`src/rtl/lcd_hif_pkg.sv`:
```
package lcd_hif_pkg;

  typedef enum logic [1:0] {
    XK_INSTR_WR  = 2'b00,
    XK_STATUS_RD = 2'b01,
    XK_DATA_WR   = 2'b10,
    XK_DATA_RD   = 2'b11
  } xfer_kind_e;

  function automatic xfer_kind_e classify(input logic rs, input logic rw);
    return xfer_kind_e'({rs, rw});
  endfunction

  function automatic logic kind_is_read(input xfer_kind_e k);
    return k == XK_STATUS_RD || k == XK_DATA_RD;
  endfunction

  function automatic logic [7:0] status_byte(input logic busy, input logic [6:0] addr);
    return {busy, addr};
  endfunction

  function automatic logic [7:0] half_on_upper(input logic [7:0] word, input logic low_half);
    return low_half ? {word[3:0], 4'h0} : {word[7:4], 4'h0};
  endfunction

  function automatic logic [7:0] join_halves(input logic [3:0] hi, input logic [3:0] lo);
    return {hi, lo};
  endfunction

endpackage

```
`src/rtl/lcd_hif_sync.sv`:
```
module lcd_hif_sync #(
  parameter int W      = 3,
  parameter int STAGES = 2
) (
  input  logic         clk,
  input  logic         rst_n,
  input  logic [W-1:0] d,
  output logic [W-1:0] q
);
  logic [W-1:0] stage [STAGES];

  for (genvar g = 0; g < STAGES; g++) begin : g_stage
    if (g == 0) begin : g_first
      always_ff @(posedge clk or negedge rst_n) begin
        if (!rst_n) stage[0] <= '0;
        else        stage[0] <= d;
      end
    end else begin : g_next
      always_ff @(posedge clk or negedge rst_n) begin
        if (!rst_n) stage[g] <= '0;
        else        stage[g] <= stage[g-1];
      end
    end
  end

  assign q = stage[STAGES-1];
endmodule

```
`src/rtl/lcd_hif_edge.sv`:
```
module lcd_hif_edge (
  input  logic clk,
  input  logic rst_n,
  input  logic lvl,
  output logic rise,
  output logic fall
);
  logic prev;

  always_ff @(posedge clk or negedge rst_n) begin
    if (!rst_n) prev <= 1'b0;
    else        prev <= lvl;
  end

  assign rise = lvl & ~prev;
  assign fall = ~lvl & prev;
endmodule

```
`src/rtl/lcd_hif_xfer.sv`:
```
module lcd_hif_xfer
  import lcd_hif_pkg::*;
#(
  parameter int DATA_W = 8
) (
  input  logic              clk,
  input  logic              rst_n,
  input  logic              ev_rise,
  input  logic              ev_fall,
  input  logic              en_s,
  input  logic              rs_s,
  input  logic              rw_s,
  input  logic              nibble_mode,
  input  logic [DATA_W-1:0] d_in,
  input  logic              core_busy,
  input  logic [DATA_W-2:0] core_addr,
  input  logic [DATA_W-1:0] core_rdata,
  output logic [DATA_W-1:0] rd_word,
  output logic              lo_pend,
  output logic              ir_wr,
  output logic              dr_wr,
  output logic              dr_rd,
  output logic [DATA_W-1:0] wr_byte
);
  localparam int HALF = DATA_W / 2;

  xfer_kind_e          kind_q;
  logic [DATA_W-1:0]   d_hold;
  logic [DATA_W-1:0]   snap;
  logic [HALF-1:0]     hi_half;
  logic                full_done;
  logic [DATA_W-1:0]   commit_byte;

  assign full_done   = !nibble_mode || lo_pend;
  assign commit_byte = nibble_mode ? join_halves(hi_half, d_hold[DATA_W-1:HALF]) : d_hold;
  assign rd_word     = nibble_mode ? half_on_upper(snap, lo_pend) : snap;

  // Data lines are followed while the synchronised enable is high; the last
  // value seen before the falling edge is the one committed.
  always_ff @(posedge clk or negedge rst_n) begin
    if (!rst_n)    d_hold <= '0;
    else if (en_s) d_hold <= d_in;
  end

  always_ff @(posedge clk or negedge rst_n) begin
    if (!rst_n) begin
      kind_q <= XK_INSTR_WR;
      snap   <= '0;
    end else if (ev_rise) begin
      kind_q <= classify(rs_s, rw_s);
      if (rw_s && (!nibble_mode || !lo_pend))
        snap <= rs_s ? core_rdata : status_byte(core_busy, core_addr);
    end
  end

  always_ff @(posedge clk or negedge rst_n) begin
    if (!rst_n) begin
      lo_pend <= 1'b0;
      hi_half <= '0;
    end else if (!nibble_mode) begin
      lo_pend <= 1'b0;
    end else if (ev_fall) begin
      lo_pend <= ~lo_pend;
      if (!lo_pend && !kind_is_read(kind_q)) hi_half <= d_hold[DATA_W-1:HALF];
    end
  end

  always_ff @(posedge clk or negedge rst_n) begin
    if (!rst_n) begin
      ir_wr   <= 1'b0;
      dr_wr   <= 1'b0;
      dr_rd   <= 1'b0;
      wr_byte <= '0;
    end else begin
      ir_wr <= 1'b0;
      dr_wr <= 1'b0;
      dr_rd <= 1'b0;
      if (ev_fall && full_done) begin
        unique case (kind_q)
          XK_INSTR_WR: if (!core_busy) begin
            ir_wr   <= 1'b1;
            wr_byte <= commit_byte;
          end
          XK_DATA_WR: begin
            dr_wr   <= 1'b1;
            wr_byte <= commit_byte;
          end
          XK_DATA_RD:   dr_rd <= 1'b1;
          XK_STATUS_RD: ;
        endcase
      end
    end
  end
endmodule

```
`src/rtl/lcd_host_if.sv`:
```
module lcd_host_if #(
  parameter int DATA_W      = 8,
  parameter int SYNC_STAGES = 2
) (
  input  logic              clk,
  input  logic              rst_n,
  input  logic              par_sel,
  input  logic              nibble_mode,
  input  logic              bus_en,
  input  logic              bus_rs,
  input  logic              bus_rw,
  input  logic [DATA_W-1:0] bus_d_in,
  output logic [DATA_W-1:0] bus_d_out,
  output logic              bus_d_oe,
  input  logic              core_busy,
  input  logic [DATA_W-2:0] core_addr,
  input  logic [DATA_W-1:0] core_rdata,
  output logic              ir_wr,
  output logic              dr_wr,
  output logic              dr_rd,
  output logic [DATA_W-1:0] wr_byte
);
  localparam int CTRL_W = 3;

  logic [CTRL_W-1:0] ctrl_raw;
  logic [CTRL_W-1:0] ctrl_s;
  logic              en_s, rs_s, rw_s;
  logic              ev_rise, ev_fall;
  logic              lo_pend;
  logic [DATA_W-1:0] rd_word;

  assign ctrl_raw = {bus_en & par_sel, bus_rs, bus_rw};

  lcd_hif_sync #(.W(CTRL_W), .STAGES(SYNC_STAGES)) u_sync (
    .clk(clk), .rst_n(rst_n), .d(ctrl_raw), .q(ctrl_s)
  );

  assign {en_s, rs_s, rw_s} = ctrl_s;

  lcd_hif_edge u_edge (
    .clk(clk), .rst_n(rst_n), .lvl(en_s), .rise(ev_rise), .fall(ev_fall)
  );

  lcd_hif_xfer #(.DATA_W(DATA_W)) u_xfer (
    .clk(clk), .rst_n(rst_n), .ev_rise(ev_rise), .ev_fall(ev_fall), .en_s(en_s),
    .rs_s(rs_s), .rw_s(rw_s), .nibble_mode(nibble_mode), .d_in(bus_d_in),
    .core_busy(core_busy), .core_addr(core_addr), .core_rdata(core_rdata),
    .rd_word(rd_word), .lo_pend(lo_pend), .ir_wr(ir_wr), .dr_wr(dr_wr),
    .dr_rd(dr_rd), .wr_byte(wr_byte)
  );

  // Pad drive follows the raw pins so the bus turns around with the host.
  assign bus_d_oe  = bus_en & bus_rw & par_sel;
  assign bus_d_out = bus_d_oe ? rd_word : '0;
endmodule

```
`config.mk`:
```
export PLATFORM = sky130hd
export DESIGN_NAME = lcd_host_if
export DESIGN_NICKNAME = d
export VERILOG_FILES = /design/src/rtl/lcd_hif_pkg.sv /design/src/rtl/lcd_hif_sync.sv /design/src/rtl/lcd_hif_edge.sv /design/src/rtl/lcd_hif_xfer.sv /design/src/rtl/lcd_host_if.sv
export SDC_FILE = /design/constraint.sdc
export NUM_CORES = 1
export LEC_CHECK = 0
export BUFFER_PORTS_ARGS = -buffer_cell sky130_fd_sc_hd__buf_4
export CORE_MARGIN = 4
export CORE_UTILIZATION = 55
export DETAILED_ROUTE_END_ITERATION = 8
export GPL_TIMING_DRIVEN = 0
export PLACE_DENSITY = 0.84
export SLEW_MARGIN = 25
export SYNTH_ARGS = -nofsm -noshare
export SYNTH_HDL_FRONTEND = slang
export SYNTH_SLANG_ARGS = --single-unit
```
`constraint.sdc`:
```
create_clock -name clk -period 2.3 [get_ports clk]
set_input_delay 0.115 -clock clk [delete_from_list [all_inputs] [get_ports clk]]
set_output_delay 0.115 -clock clk [all_outputs]
set_load 0.01 [all_outputs]
```
## Word-level counts from Yosys, hierarchy flattened

Index checks and enable logic that the tools add are counted.

| word-level totals | value |
|---|---|
| word-level logic and storage cells | 55 |
| input bits | 31 |
| output and inout port bits | 20 |
| register bits | 41 |

| cells by class | value |
|---|---|
| eq/ne operators | 5 |
| multiplexer cells | 16 |
| bitwise logic cells | 8 |
| reduce and logical (&&, ||, !) cells | 14 |

Operator list:

| operator | number |
|---|---|
| $mux 8 | 6 |
| $pmux 8 s2 | 1 |
| $mux 1 | 9 |
| $reduce_and 3->1 | 2 |
| $and 1x1->1 | 5 |
| $eq 2x2->1 const B | 2 |
| $logic_and 1x1->1 | 3 |
| $logic_not 1->1 | 3 |
| $logic_or 1x1->1 | 3 |
| $not 1->1 | 3 |
| $eq 2x1->1 const B | 1 |
| $logic_not 2->1 | 1 |
| $ne 2x1->1 const B | 1 |
| $ne 2x2->1 const B | 1 |
| $reduce_and 2->1 | 1 |
| $reduce_bool 2->1 | 1 |

## Logic depth before layout (Yosys ltp)

| depth | value |
|---|---|
| depth in word-level cells | 5 |
| depth in mapped cells | 5 |
| mapped depth without buffers | 3 |

## Modules after synthesis

Synthesis repeated with hierarchy kept, for this count alone.

| unflattened totals | value |
|---|---|
| cell total of the unflattened synthesis | 130 |
| area total of the unflattened synthesis | 1,859.3 µm² |

By module, submodules not included:

| module | area an instance (µm²) | cells an instance | times used | sequential area each (µm²) |
|---|---|---|---|---|
| lcd_hif_xfer | 1,561.5 | 108 | 1 | 850.8 |
| lcd_hif_sync | 172.7 | 9 | 1 | 150.1 |
| lcd_host_if | 85.1 | 10 | 1 | 0.0 |
| lcd_hif_edge | 40.0 | 3 | 1 | 25.0 |

## Least setup slack after synthesis

OpenSTA, ideal clock, no wires.

| timing path | value |
|---|---|
| kind | reg-to-reg |
| start | register u_edge.prev |
| end | register u_xfer.snap[0] |
| slack | 0.965 ns |
| setup time | 0.125 ns |
| data arrival time | 1.210 ns |
| period minus slack after synthesis | 1.335 ns |
| cell stages (with the launch flop) | 4 |
| data required time | 2.175 ns |
| buffers on the path | 0 |
| cell sequence | dfrtp_1 > nand3b_1 > a21oi_2 > mux2_2 |

| between the ends | value |
|---|---|
| word-level cells in the longest chain between the ends | 3 |

Ends and longest elaborated chain:

| item | RTL line | source |
|---|---|---|
| start: declaration | lcd_hif_edge.sv:8 | `logic prev;` |
| start signal: assignment | lcd_hif_edge.sv:12 | `else prev <= lvl;` |
| $not 1->1 | lcd_hif_edge.sv:15 | `assign rise = lvl & ~prev;` |
| $and 1x1->1 | lcd_hif_edge.sv:15 |  |
| $reduce_and 2->1 (no line) | -- |  |
| end signal: assignment | lcd_hif_xfer.sv:52 | `snap <= rs_s ? core_rdata : status_byte(core_busy, core_addr);` |
| end: declaration | lcd_hif_xfer.sv:29 | `logic [DATA_W-1:0] snap;` |

No other way between the ends.
A chain may end at the register's enable or synchronous reset.

## Worst setup path after layout

| timing path | value |
|---|---|
| start | input bus_en |
| end | output bus_d_out[3] |

| between the ends | value |
|---|---|
| word-level cells in the longest chain between the ends | 3 |

Ends and longest elaborated chain:

| item | RTL line | source |
|---|---|---|
| start: declaration | lcd_host_if.sv:9 | `input logic bus_en,` |
| $and 1x1->1 (2 in series) | lcd_host_if.sv:53 | `assign bus_d_oe = bus_en & bus_rw & par_sel;` |
| $mux 8 | lcd_host_if.sv:54 | `assign bus_d_out = bus_d_oe ? rd_word : '0;` |
| end: declaration | lcd_host_if.sv:13 | `output logic [DATA_W-1:0] bus_d_out,` |

No other way between the ends.

==> results by group <==
Worst setup path
  • Critical path endpoint category: output port
  • Crit-path max FO: 6
  • Crit start category: primary input
  • Critical Path RT: 2.18 ns
  • CP Launch Point: bus_en
  • Critical setup path kind: primary input to output port
  • RR Startpoint: u_edge.prev
  • WP data arrival: 1.50 ns

Yosys
  • Yosys warning count: 0
  • Synth Register Bits: 41
  • Sequential fraction of the synthesis area: 56.83%
  • Netlist cell types: 21
  • Mean post-synth cell area: 13.89 um2
  • Post-Syn Nets: 161
  • Post-Syn Instances: 130
  • Synth Cell Area: 1805 um2

Placement
  • Final GP Congestion: 0.7727
  • Worst slack, placed: 0.8057 ns
  • Port bufs: 49
  • DP HPWL: 2837 um

Timing
  • Period minus WS final: 1.613 ns
  • Minimum hold slack: 0.02414 ns
  • Worst rel slew slack: 66.47%
  • Worst Tran Pin Value: 0.5030 ns
  • Setup TNS Final: 0 ns
  • Final worst slack: 0.6874 ns
  • Max Freq: 620.1 MHz
  • Slew Limit Fails: 0
  • Skew final: 0.01442 ns
  • Finish-stage setup viols: 0
  • RSZ-0062 raised after global routing: no
  • Final period utilization: 70.12%
  • Final hold violation count: 0

Pwr
  • Peak VDD IR: 0.5874 mV
  • Total power draw: 1.929 mW
  • Leak Pwr: 1.140 nW
  • Power density over the cells: 793.6 nW/um2

CTS
  • Clock sink count: 41
  • Num CTS Buffers: 5
  • Root Driver: clkbuf_4
  • Clk slew on worst S/H paths: 0.11 ns
  • H-tree levels: 2
  • Clock Tree Buf Depth: 2
  • Clk_lat worst skew: 0.33 ns
  • Post-CTS resize count: 0
  • CTS tree: done

Die
  • Die Y: 65.30 um
  • Core ar.: 3103 um2
  • Die Wd: 65.30 um
  • Row cnt: 20
  • Top Ports: 51
  • Starting Density: 58.19%
  • DIE AREA: 4263 um2

Global route
  • Initial antenna violation count: 0
  • First-pass GRT wire length: 6182 um
  • Pin count of the biggest net entering global routing: 42
  • Total track usage: 19.39%
  • Vias in the first global route: 1,284
  • Grt ovf: 0

Routing
  • Residual DRC count: 0
  • Routed Antenna Nets: 0
  • Post-DR wirelength/cell: 15.61 um
  • Pre-Repair DR Iteration Count: 4
  • Via density: 5.082
  • Total routed wirelength: 3794 um
  • Drt initial violations: 55
  • Via Count: 1,235

Min path
  • Hold WC Path Type: primary input to flop
  • Min-Delay Startpoint: bus_d_in[0]

Run status
  • Outcome: completed

Final layout
  • Layout cells sized above 1: 55.28%
  • Final nets: 230
  • Diodes inserted: 0
  • P&R area growth vs syn: 34.65%

Job
  • Max capacitance violation total: 0
state kept, by name, indices dropped and copies added (netlist names), 2 cells and up:
register and count:
u_sync.q 3, u_sync.stage 3, u_xfer.d_hold 8, u_xfer.hi_half 4, u_xfer.kind_q 2, u_xfer.snap 8
u_xfer.wr_byte 8
kinds of logic after synthesis:
group	after synthesis	share of synthesized area (%)
flops	41	56.83
mux	45	28.07
buf+inv	6	1.870
simple gates	32	11.16
xor+xnor	1	0.4852
compound gates	5	1.594
final cells by class:
class                           count  area (um2)
Buffer                              5       30.03
Clock buffer                        5       37.54
Clock inverter                      2       35.03
Fill cell                         200       671.9
Inverter                            1       3.754
Multi-Input combinational cell     83       745.7
Sequential cell                    41        1026
Tap cell                           44       55.05
Timing Repair Buffer               62       498.0
placed cells by master, fill, tap and decap left out, drive strengths merged:
cell type,Yosys,routed
and2,6,6
clkbuf,1,6
clkinv,0,1
inv,1,1
nand2,8,8
and3,1,1
dlygate4sd3,0,13
nand3,7,7
nor3b,1,1
dfrtp,41,41
mux2,45,45
a21oi,5,5
xnor2,1,1
buf,4,53
bufinv,0,1
nand2b,5,5
nand3b,1,1
nor2,2,2
nor3,1,1
cell usage after synthesis:
cell type,instances,area (um2)
and3_1,1,6.260
inv_1,1,3.750
nand3b_1,1,7.510
xnor2_1,1,8.760
a21oi_1,4,20.02
nand2b_1,3,18.77
nand3_4,1,17.52
nor3b_4,1,18.77
nand3_1,6,30.03
buf_6,1,11.26
nor3_1,1,5.000
a21oi_2,1,8.760
clkbuf_1,1,3.750
dfrtp_1,41,1026
nand2_1,8,30.03
mux2_2,45,506.7
nand2b_2,1,8.760
buf_2,3,15.01
nor2_1,2,7.510
and2_1,6,37.54
nand2b_4,1,13.76
per-layer routing:
layer | track usage [%] | up-vias | share of wire (%)
li1 | - | 586 | -
met1 | 23.32 | 619 | 39
met2 | 35.27 | 28 | 56
met3 | 5.641 | 2 | 4.7
met4 | 2.332 | 0 | 0.26
met5 | 0 | - | 0
stage by stage:
stage | cells | area [um2] | utilization, %
after floorplan | 130 | 1805 | -
after global placement | 223 | 2228 | 71.81
after detailed placement | 223 | 2228 | 71.81
after CTS | 238 | 2381 | 76.73
after global routing | 243 | 2431 | 78.35
final | 243 | 2431 | 78.35
worst max-delay path: stages:
cell	delay, ns
dlygate4sd3_1	0.53
buf_4	0.11
nand3_1	0.20
nor2_1	0.24
and2_1	0.18
buf_4	0.12
what timing repair did:
item | 4_1_cts | 5_1_grt
endpoints found under the hold margin | 48 | 4
buffers inserted | 0 | 0
hold buffers | 8 | 5
power breakdown:
group	internal, mW	switching [mW]
registers	0.887	0.109
clock network	0.222	0.211
logic	0.312	0.189
final timing paths:
check	end	slack (ns)	depth (start not counted)
min in group asynchronous	u_xfer.d_hold[1]	0.28	2
min reg2reg	u_sync.q[0]	0.36	0
max in group asynchronous	u_xfer.snap[0]	1.67	2
min	u_xfer.d_hold[0]	0.02	2
max	bus_d_out[3]	0.69	6
max reg2reg	u_xfer.snap[5]	0.77	3
Note: power is estimated with default switching activity, not from simulation.
